$ cat config.mk
export PLATFORM = sky130hd
export DESIGN_NAME = gpio_edge_port
export DESIGN_NICKNAME = d
export VERILOG_FILES = /design/src/rtl/gpio_edge_pkg.sv /design/src/rtl/gpio_in_sync.sv /design/src/rtl/gpio_evt_bank.sv /design/src/rtl/gpio_pad_drv.sv /design/src/rtl/gpio_edge_port.sv
export SDC_FILE = /design/constraint.sdc
export NUM_CORES = 1
export LEC_CHECK = 0
export ABC_AREA = 1
export CORE_MARGIN = 8
export CORE_UTILIZATION = 50
export CTS_BUF_LIST = sky130_fd_sc_hd__clkbuf_8
export DETAILED_ROUTE_END_ITERATION = 8
export GPL_ROUTABILITY_DRIVEN = 0
export GPL_TIMING_DRIVEN = 0
export PLACE_DENSITY = 0.73
export SLEW_MARGIN = 30
export SYNTH_ARGS = -nofsm -noshare
export SYNTH_HDL_FRONTEND = slang
export SYNTH_SLANG_ARGS = --single-unit
$ cat constraint.sdc
create_clock -name clk -period 1.3 [get_ports clk]
set_input_delay 0.195 -clock clk [delete_from_list [all_inputs] [get_ports clk]]
set_output_delay 0.195 -clock clk [all_outputs]
set_load 0.005 [all_outputs]
$ cat src/rtl/gpio_edge_pkg.sv
package gpio_edge_pkg;
    localparam int unsigned GPIO_PINS   = 32;
    localparam int unsigned GPIO_ADDR_W = 5;

    typedef enum logic [2:0] {
        SEL_DIR = 3'd0,
        SEL_OD  = 3'd1,
        SEL_DAT = 3'd2,
        SEL_EVT = 3'd3,
        SEL_MSK = 3'd4,
        SEL_CTL = 3'd5
    } reg_sel_e;
endpackage

$ cat src/rtl/gpio_in_sync.sv
module gpio_in_sync #(
    parameter int unsigned PINS = 32
) (
    input  logic            clk,
    input  logic            rst_n,
    input  logic [PINS-1:0] raw_i,
    output logic [PINS-1:0] sync_o,
    output logic [PINS-1:0] any_o,
    output logic [PINS-1:0] fall_o
);
    typedef struct packed {
        logic [PINS-1:0] meta;
        logic [PINS-1:0] cur;
        logic [PINS-1:0] prev;
    } sync_t;

    sync_t st_d, st_q;

    always_comb begin
        st_d      = st_q;
        st_d.meta = raw_i;
        st_d.cur  = st_q.meta;
        st_d.prev = st_q.cur;
    end

    always_ff @(posedge clk or negedge rst_n) begin
        if (!rst_n) st_q <= '0;
        else        st_q <= st_d;
    end

    assign sync_o = st_q.cur;
    assign any_o  = st_q.cur ^ st_q.prev;
    assign fall_o = st_q.prev & ~st_q.cur;
endmodule

$ cat src/rtl/gpio_evt_bank.sv
module gpio_evt_bank #(
    parameter int unsigned PINS = 32
) (
    input  logic            clk,
    input  logic            rst_n,
    input  logic [PINS-1:0] set_i,
    input  logic [PINS-1:0] clr_i,
    output logic [PINS-1:0] evt_o
);
    logic [PINS-1:0] evt_d, evt_q;

    always_comb begin
        // a fresh transition overrides a clear in the same cycle
        evt_d = (evt_q & ~clr_i) | set_i;
    end

    always_ff @(posedge clk or negedge rst_n) begin
        if (!rst_n) evt_q <= '0;
        else        evt_q <= evt_d;
    end

    assign evt_o = evt_q;

    AST_EVT_STICKY: assert property (@(posedge clk) disable iff (!rst_n)
        1'b1 |=> ((evt_q | $past(clr_i)) & $past(evt_q)) == $past(evt_q));
    AST_EDGE_WINS: assert property (@(posedge clk) disable iff (!rst_n)
        1'b1 |=> (evt_q & $past(set_i)) == $past(set_i));
    AST_NO_SPURIOUS: assert property (@(posedge clk) disable iff (!rst_n)
        1'b1 |=> (evt_q & ~$past(evt_q) & ~$past(set_i)) == '0);
endmodule

$ cat src/rtl/gpio_pad_drv.sv
module gpio_pad_drv #(
    parameter int unsigned PINS = 32
) (
    input  logic [PINS-1:0] dir_i,
    input  logic [PINS-1:0] od_i,
    input  logic [PINS-1:0] dat_i,
    output logic [PINS-1:0] pad_out_o,
    output logic [PINS-1:0] pad_oe_o
);
    // register bit b belongs to pin PINS-1-b
    for (genvar n = 0; n < PINS; n++) begin : g_pin
        localparam int unsigned B = PINS - 1 - n;
        assign pad_out_o[n] = od_i[B] ? 1'b0 : dat_i[B];
        assign pad_oe_o[n]  = dir_i[B] & (~od_i[B] | ~dat_i[B]);
    end
endmodule

$ cat src/rtl/gpio_edge_port.sv
module gpio_edge_port
    import gpio_edge_pkg::*;
#(
    parameter int unsigned PINS   = GPIO_PINS,
    parameter int unsigned ADDR_W = GPIO_ADDR_W
) (
    input  logic              clk,
    input  logic              rst_n,
    input  logic [ADDR_W-1:0] bus_addr,
    input  logic              bus_we,
    input  logic [PINS-1:0]   bus_wdata,
    output logic [PINS-1:0]   bus_rdata,
    input  logic [PINS-1:0]   pad_in,
    output logic [PINS-1:0]   pad_out,
    output logic [PINS-1:0]   pad_oe,
    output logic              irq
);
    localparam int unsigned IDX_W = ADDR_W - 2;

    typedef struct packed {
        logic [PINS-1:0] dir;
        logic [PINS-1:0] od;
        logic [PINS-1:0] dat;
        logic [PINS-1:0] msk;
        logic [PINS-1:0] ctl;
        logic [PINS-1:0] rdata;
    } port_regs_t;

    port_regs_t r_d, r_q;

    logic [IDX_W-1:0] idx;
    logic             word_ok;
    logic [PINS-1:0]  pad_in_b;
    logic [PINS-1:0]  sync_b, any_b, fall_b;
    logic [PINS-1:0]  evt_set, evt_clr, evt_q;

    assign idx     = bus_addr[ADDR_W-1:2];
    assign word_ok = (bus_addr[1:0] == 2'b00);

    // bring pads into register bit order
    for (genvar n = 0; n < PINS; n++) begin : g_rev
        assign pad_in_b[PINS-1-n] = pad_in[n];
    end

    gpio_in_sync #(.PINS(PINS)) u_sync (
        .clk    (clk),
        .rst_n  (rst_n),
        .raw_i  (pad_in_b),
        .sync_o (sync_b),
        .any_o  (any_b),
        .fall_o (fall_b)
    );

    assign evt_set = (r_q.ctl & fall_b) | (~r_q.ctl & any_b);
    assign evt_clr = (bus_we && word_ok && idx == IDX_W'(SEL_EVT)) ? bus_wdata : '0;

    gpio_evt_bank #(.PINS(PINS)) u_evt (
        .clk   (clk),
        .rst_n (rst_n),
        .set_i (evt_set),
        .clr_i (evt_clr),
        .evt_o (evt_q)
    );

    gpio_pad_drv #(.PINS(PINS)) u_drv (
        .dir_i     (r_q.dir),
        .od_i      (r_q.od),
        .dat_i     (r_q.dat),
        .pad_out_o (pad_out),
        .pad_oe_o  (pad_oe)
    );

    always_comb begin
        r_d = r_q;
        if (bus_we && word_ok) begin
            case (idx)
                IDX_W'(SEL_DIR): r_d.dir = bus_wdata;
                IDX_W'(SEL_OD):  r_d.od  = bus_wdata;
                IDX_W'(SEL_DAT): r_d.dat = bus_wdata;
                IDX_W'(SEL_MSK): r_d.msk = bus_wdata;
                IDX_W'(SEL_CTL): r_d.ctl = bus_wdata;
                default: ;
            endcase
        end
        r_d.rdata = '0;
        if (word_ok) begin
            case (idx)
                IDX_W'(SEL_DIR): r_d.rdata = r_q.dir;
                IDX_W'(SEL_OD):  r_d.rdata = r_q.od;
                IDX_W'(SEL_DAT): r_d.rdata = (r_q.dat & r_q.dir) | (sync_b & ~r_q.dir);
                IDX_W'(SEL_EVT): r_d.rdata = evt_q;
                IDX_W'(SEL_MSK): r_d.rdata = r_q.msk;
                IDX_W'(SEL_CTL): r_d.rdata = r_q.ctl;
                default: ;
            endcase
        end
    end

    always_ff @(posedge clk or negedge rst_n) begin
        if (!rst_n) r_q <= '0;
        else        r_q <= r_d;
    end

    assign bus_rdata = r_q.rdata;
    assign irq       = |(evt_q & r_q.msk);

    logic [PINS-1:0] dir_pin, od_pin;
    for (genvar n = 0; n < PINS; n++) begin : g_chk
        assign dir_pin[n] = r_q.dir[PINS-1-n];
        assign od_pin[n]  = r_q.od[PINS-1-n];
    end

    AST_IRQ_AFTER_RESET: assert property (@(posedge clk)
        !rst_n |=> !irq);
    AST_OE_ONLY_OUTPUT: assert property (@(posedge clk) disable iff (!rst_n)
        (pad_oe & ~dir_pin) == '0);
    AST_OD_NEVER_HIGH: assert property (@(posedge clk) disable iff (!rst_n)
        (pad_out & od_pin) == '0);
    AST_UNUSED_READS_ZERO: assert property (@(posedge clk) disable iff (!rst_n)
        (idx > IDX_W'(SEL_CTL)) |=> bus_rdata == '0);
endmodule

==> flow_summary.rst <==
.. list-table::
   :header-rows: 1

   * - Metric
     - Value
   * - Outcome
     - finished with violations
   * - Violated checks
     - hold timing, setup timing
   * - Simple-gate portion of the synthesized area
     - 0.215
   * - Dominant cells by area after synthesis
     - sky130_fd_sc_hd__dfrtp_1 (56%), sky130_fd_sc_hd__nand2_1 (14%), sky130_fd_sc_hd__inv_1 (4.3%)
   * - Switching fraction of total power
     - 0.298
   * - Root buffer cell
     - sky130_fd_sc_hd__clkbuf_8
   * - Die footprint
     - between 30000 and 40000 sq um
   * - Post-synthesis share of cell area spent on full adders, half adders and majority gates
     - 0.0279
   * - Least-Margin Pin Slew
     - slightly below 0.7 ns
   * - Worst-case reg-to-reg path depth
     - 8
   * - Place WS
     - -0.792 ns
   * - Post-route worst setup slack
     - -0.623 ns
   * - Chip width
     - between 150 and 200 microns
   * - Class of the most critical hold timing path
     - in -> async
   * - Post-synthesis average cell area
     - 8.69 sq um
   * - Height of the chip
     - 186 microns
   * - Number of standard cells after synthesis
     - ~1700
   * - Via count of the first global-routing pass
     - around 13000
   * - Multiplexer fraction of the synthesized cell area
     - 0
   * - Time the worst path needs with I/O delays and setup
     - between 1.5 and 2 ns
   * - Main combinational cell family by area after synthesis
     - simple AND/OR/NAND/NOR gates
   * - Warning count from the yosys run
     - 0
   * - Sw Pwr
     - 0.00793 W
   * - Area delta synth->final
     - 34.2%
   * - Clk_skew
     - between 0.01 and 0.015 ns
   * - Library cell occupying the most area in the post-synthesis netlist
     - sky130_fd_sc_hd__dfrtp_1
   * - Overall global routing resource usage
     - 0.245
   * - Clock Path Buffers
     - 3
   * - Nets
     - roughly 2100
   * - Xor and xnor fraction of the mapped netlist area
     - 0
   * - Maximum net fanout on the critical path
     - 3
   * - Routed Antenna Nets
     - 0
   * - Via count
     - 12900
   * - Total clock buffers created by CTS
     - 52
   * - Worst-Skew Late Latency
     - just under 0.6 ns
   * - Total iterations of the first detailed-routing run
     - 5
   * - Cell Rows
     - between 60 and 70
   * - Number of max-slew violations in the final report
     - 0
   * - Total number of H-tree levels
     - 2
   * - Wire length of the first global-routing pass
     - 66700 microns
   * - Netlist area before placement
     - approximately 14000 sq um
   * - Leakage power of the design
     - 9.78 nW
   * - Fraction of layout instances using a drive strength above 1
     - 0.260
   * - Maximum resistive drop on vdd
     - 854 uV
   * - Synth unique cells
     - 28
   * - Initial antenna violation count
     - 1
   * - Hold violation total from the final report
     - between 70 and 80
   * - Logic pwr share
     - 0.231
   * - Area fraction in compound gates after synthesis
     - 0.110
   * - Worst hold margin
     - -0.397 ns
   * - Syn Nets
     - around 1800
   * - FF+latch count, synth
     - 320
   * - Clock tree from TritonCTS
     - yes
   * - Sequential group share of total power
     - 0.451
   * - Area inside the core boundary
     - around 28000 sq um
   * - Wire per inst
     - roughly 18 microns
   * - Iter 0 DRT Violations
     - ~1100
   * - Arrival time reported for the critical path endpoint
     - roughly 1.7 ns
   * - Relative slew slack
     - 0.543
   * - Clock share of power
     - 0.319
   * - Setup repair after global routing missed its margin
     - yes
   * - Global routing met3 resource utilization
     - 0.0488
   * - Power Internal
     - 0.0187 W
   * - Via-per-instance ratio
     - 5.30
   * - Number of remaining DRC errors
     - 0
   * - Total length of routed wires
     - 43700 microns
   * - Worst reg2reg startpoint
     - od_pin[15]$_DFFE_PN0P_
   * - Required time at the worst-slack endpoint
     - 1.11 ns
   * - Final clock period utilization by the worst path
     - 1.48
   * - Worst setup slack for register-to-register paths
     - around 0.050 ns
   * - Fraction of post-synthesis cell area in the top cell type by area
     - 0.557
   * - Met1 routing resource usage after global routing
     - 0.313
   * - Half-perimeter wire length after placement
     - 26800 microns
   * - PD cells
     - 1380 nW/um^2
   * - Final core utilization
     - 0.677
   * - Most heavily used metal layer in global routing
     - met2
   * - Count of max-cap constraint violations
     - 0
   * - Sink count of the clock tree
     - 320
   * - Worst r2r dst
     - bus_rdata[16]$_DFF_PN0_
   * - Crit path launch type
     - flip-flop
   * - Pin count of the biggest net entering global routing
     - 90
   * - Maximum operating frequency
     - about 520 MHz
   * - Kind of critical path
     - reg -> out
   * - Met2 Track Usage GR
     - 0.405
   * - CP Capture Type
     - output pin
   * - Clock transition at the registers of the reported paths
     - about 0.06 ns
   * - Count of buffers from port buffering
     - about 170
   * - Total global routing overflow
     - 0
   * - Starting Density
     - 0.505
   * - Final setup vio count
     - 67
   * - Sequential fraction of the synthesis area
     - 0.557
   * - Total Power Consumption
     - 0.0266 W
   * - Number of filler instances in the final layout
     - 2183
   * - Ports
     - ~170
[critical path, stage by stage (launching register included)]
cell and delay (ns):
sky130_fd_sc_hd__dfrtp_1 0.41, sky130_fd_sc_hd__nand2_1 0.08, sky130_fd_sc_hd__nand2_1 0.06, sky130_fd_sc_hd__a21oi_2 0.12
sky130_fd_sc_hd__nand3_2 0.12, sky130_fd_sc_hd__nor2_2 0.13, sky130_fd_sc_hd__nand2_2 0.09, sky130_fd_sc_hd__buf_6 0.13
[power by group through the flow]
| stage | Combinational, W | Sequential [W] | Clock [W] |
|---|---|---|---|
| 4_1_cts | 0.00534 | 0.0119 | 0.00860 |
| 2_1_floorplan | 0.00231 | 0.0120 | 0 |
| 5_1_grt | 0.00675 | 0.0121 | 0.00909 |
| 6_report | 0.00614 | 0.0120 | 0.00848 |
| 3_5_place_dp | 0.00420 | 0.0122 | 0 |
| 3_3_place_gp | 0.00407 | 0.0122 | 0 |
[worst max-delay path by stage]
stage                              startpoint  cells past startpoint                          end  slack, ns
global placement                        rst_n                      1  u_sync.sync_o[14]$_DFF_PN0_     -13.79
CTS                 u_evt.evt_o[31]$_DFF_PN0_                      7                          irq      -0.62
finish              u_evt.evt_o[30]$_DFF_PN0_                      7                          irq      -0.62
floorplan                         bus_addr[1]                      7          r_q[89]$_DFFE_PN0P_     0.0007
global route         u_evt.evt_o[3]$_DFF_PN0_                      7                          irq      -0.68
detailed placement                bus_addr[3]                      8       bus_rdata[1]$_DFF_PN0_      -0.79
[synthesized netlist by cell type]
library cell               instances
sky130_fd_sc_hd__buf_4            37
sky130_fd_sc_hd__buf_2            38
sky130_fd_sc_hd__nand2_1         522
sky130_fd_sc_hd__o21ai_0          86
sky130_fd_sc_hd__nand2_4           4
sky130_fd_sc_hd__inv_1           164
sky130_fd_sc_hd__nand2_2           1
sky130_fd_sc_hd__nor3_4            2
sky130_fd_sc_hd__o21ai_2          32
sky130_fd_sc_hd__nand3b_1          1
sky130_fd_sc_hd__or2_1             1
sky130_fd_sc_hd__dfrtp_1         320
sky130_fd_sc_hd__ha_1             32
sky130_fd_sc_hd__o21ai_1          74
sky130_fd_sc_hd__buf_1             3
sky130_fd_sc_hd__buf_6            11
sky130_fd_sc_hd__a21oi_1         100
sky130_fd_sc_hd__nand3_4           1
sky130_fd_sc_hd__nor2_1          102
sky130_fd_sc_hd__clkbuf_2          4
sky130_fd_sc_hd__clkbuf_1         14
sky130_fd_sc_hd__nand3_1          34
sky130_fd_sc_hd__inv_2             1
sky130_fd_sc_hd__nand4_1          65
sky130_fd_sc_hd__nor3_2            1
sky130_fd_sc_hd__nor2_2            1
sky130_fd_sc_hd__nor2_8            1
sky130_fd_sc_hd__nor2_4            1
[sequential cells by signal, indices dropped and copies added (netlist names)]
signal,count
u_evt.evt_o,32
u_sync.st_q,32
bus_rdata,32
dir_pin,32
r_q,96
u_sync.st_d,32
od_pin,32
u_sync.sync_o,32
[per-stage QoR]
step	area [sq um]	cells	hold WS, ns	setup TNS, ns
after floorplan	14400	1653	-0.101	0
after global placement	16500	2203	0.332	-4538.23
after detailed placement	16600	2206	0.229	-148.21
after CTS	18300	2384	-0.390	-13.73
after global routing	19300	2438	-0.355	-17.12
final	19300	2438	-0.397	-13.66
[timing repair]
action	4_1_cts	5_1_grt
setup buffers	118	49
hold endpoints to repair	79	79
cloned	0	5
gates resized for setup	521	159
pin swaps	63	52
setup endpoints to repair	176	277
[final cells by class]
type / count / area, sq um / share of cell area
sequential: 320 / 8010 / 0.415
multi-input combinational: 1063 / 5450 / 0.283
timing repair buffer: 339 / 3100 / 0.161
clock buffer: 66 / 908 / 0.0471
inverter: 165 / 629 / 0.0326
buffer: 74 / 587 / 0.0304
tap: 384 / 480 / 0.0249
clock inverter: 26 / 109 / 0.00564
antenna: 1 / 2.50 / 0.000130
[kinds of logic (layout without fill, tap and decap cells)]
family	Yosys count	count (layout)
fa+ha+maj	32	32
buf+inv	272	670
compound gates	292	292
simple gates	737	739
flops	320	320
other cells	0	1
[metal layers]
metal | vias up | routed length (microns)
met1 | 6261 | 17800
li1 | 6000 | -
met4 | 0 | 1530
met5 | - | 0
met3 | 115 | 3130
met2 | 541 | 21200
[layout by cell type (no fill, tap or decap), drive strengths merged]
master	Yosys	layout
nand4	65	65
clkdlybuf4s50	0	66
nand3b	1	1
clkbuf	18	85
dlymetal6s2s	0	2
inv	165	186
o21ai	192	192
nand3	35	36
nor2	105	105
nand2	527	528
a21oi	100	100
clkinvlp	0	2
nor3	3	3
clkinv	0	3
or2	1	1
buf	89	326
ha	32	32
dfrtp	320	320
diode	0	1
Note: power is estimated with default switching activity, not from simulation.
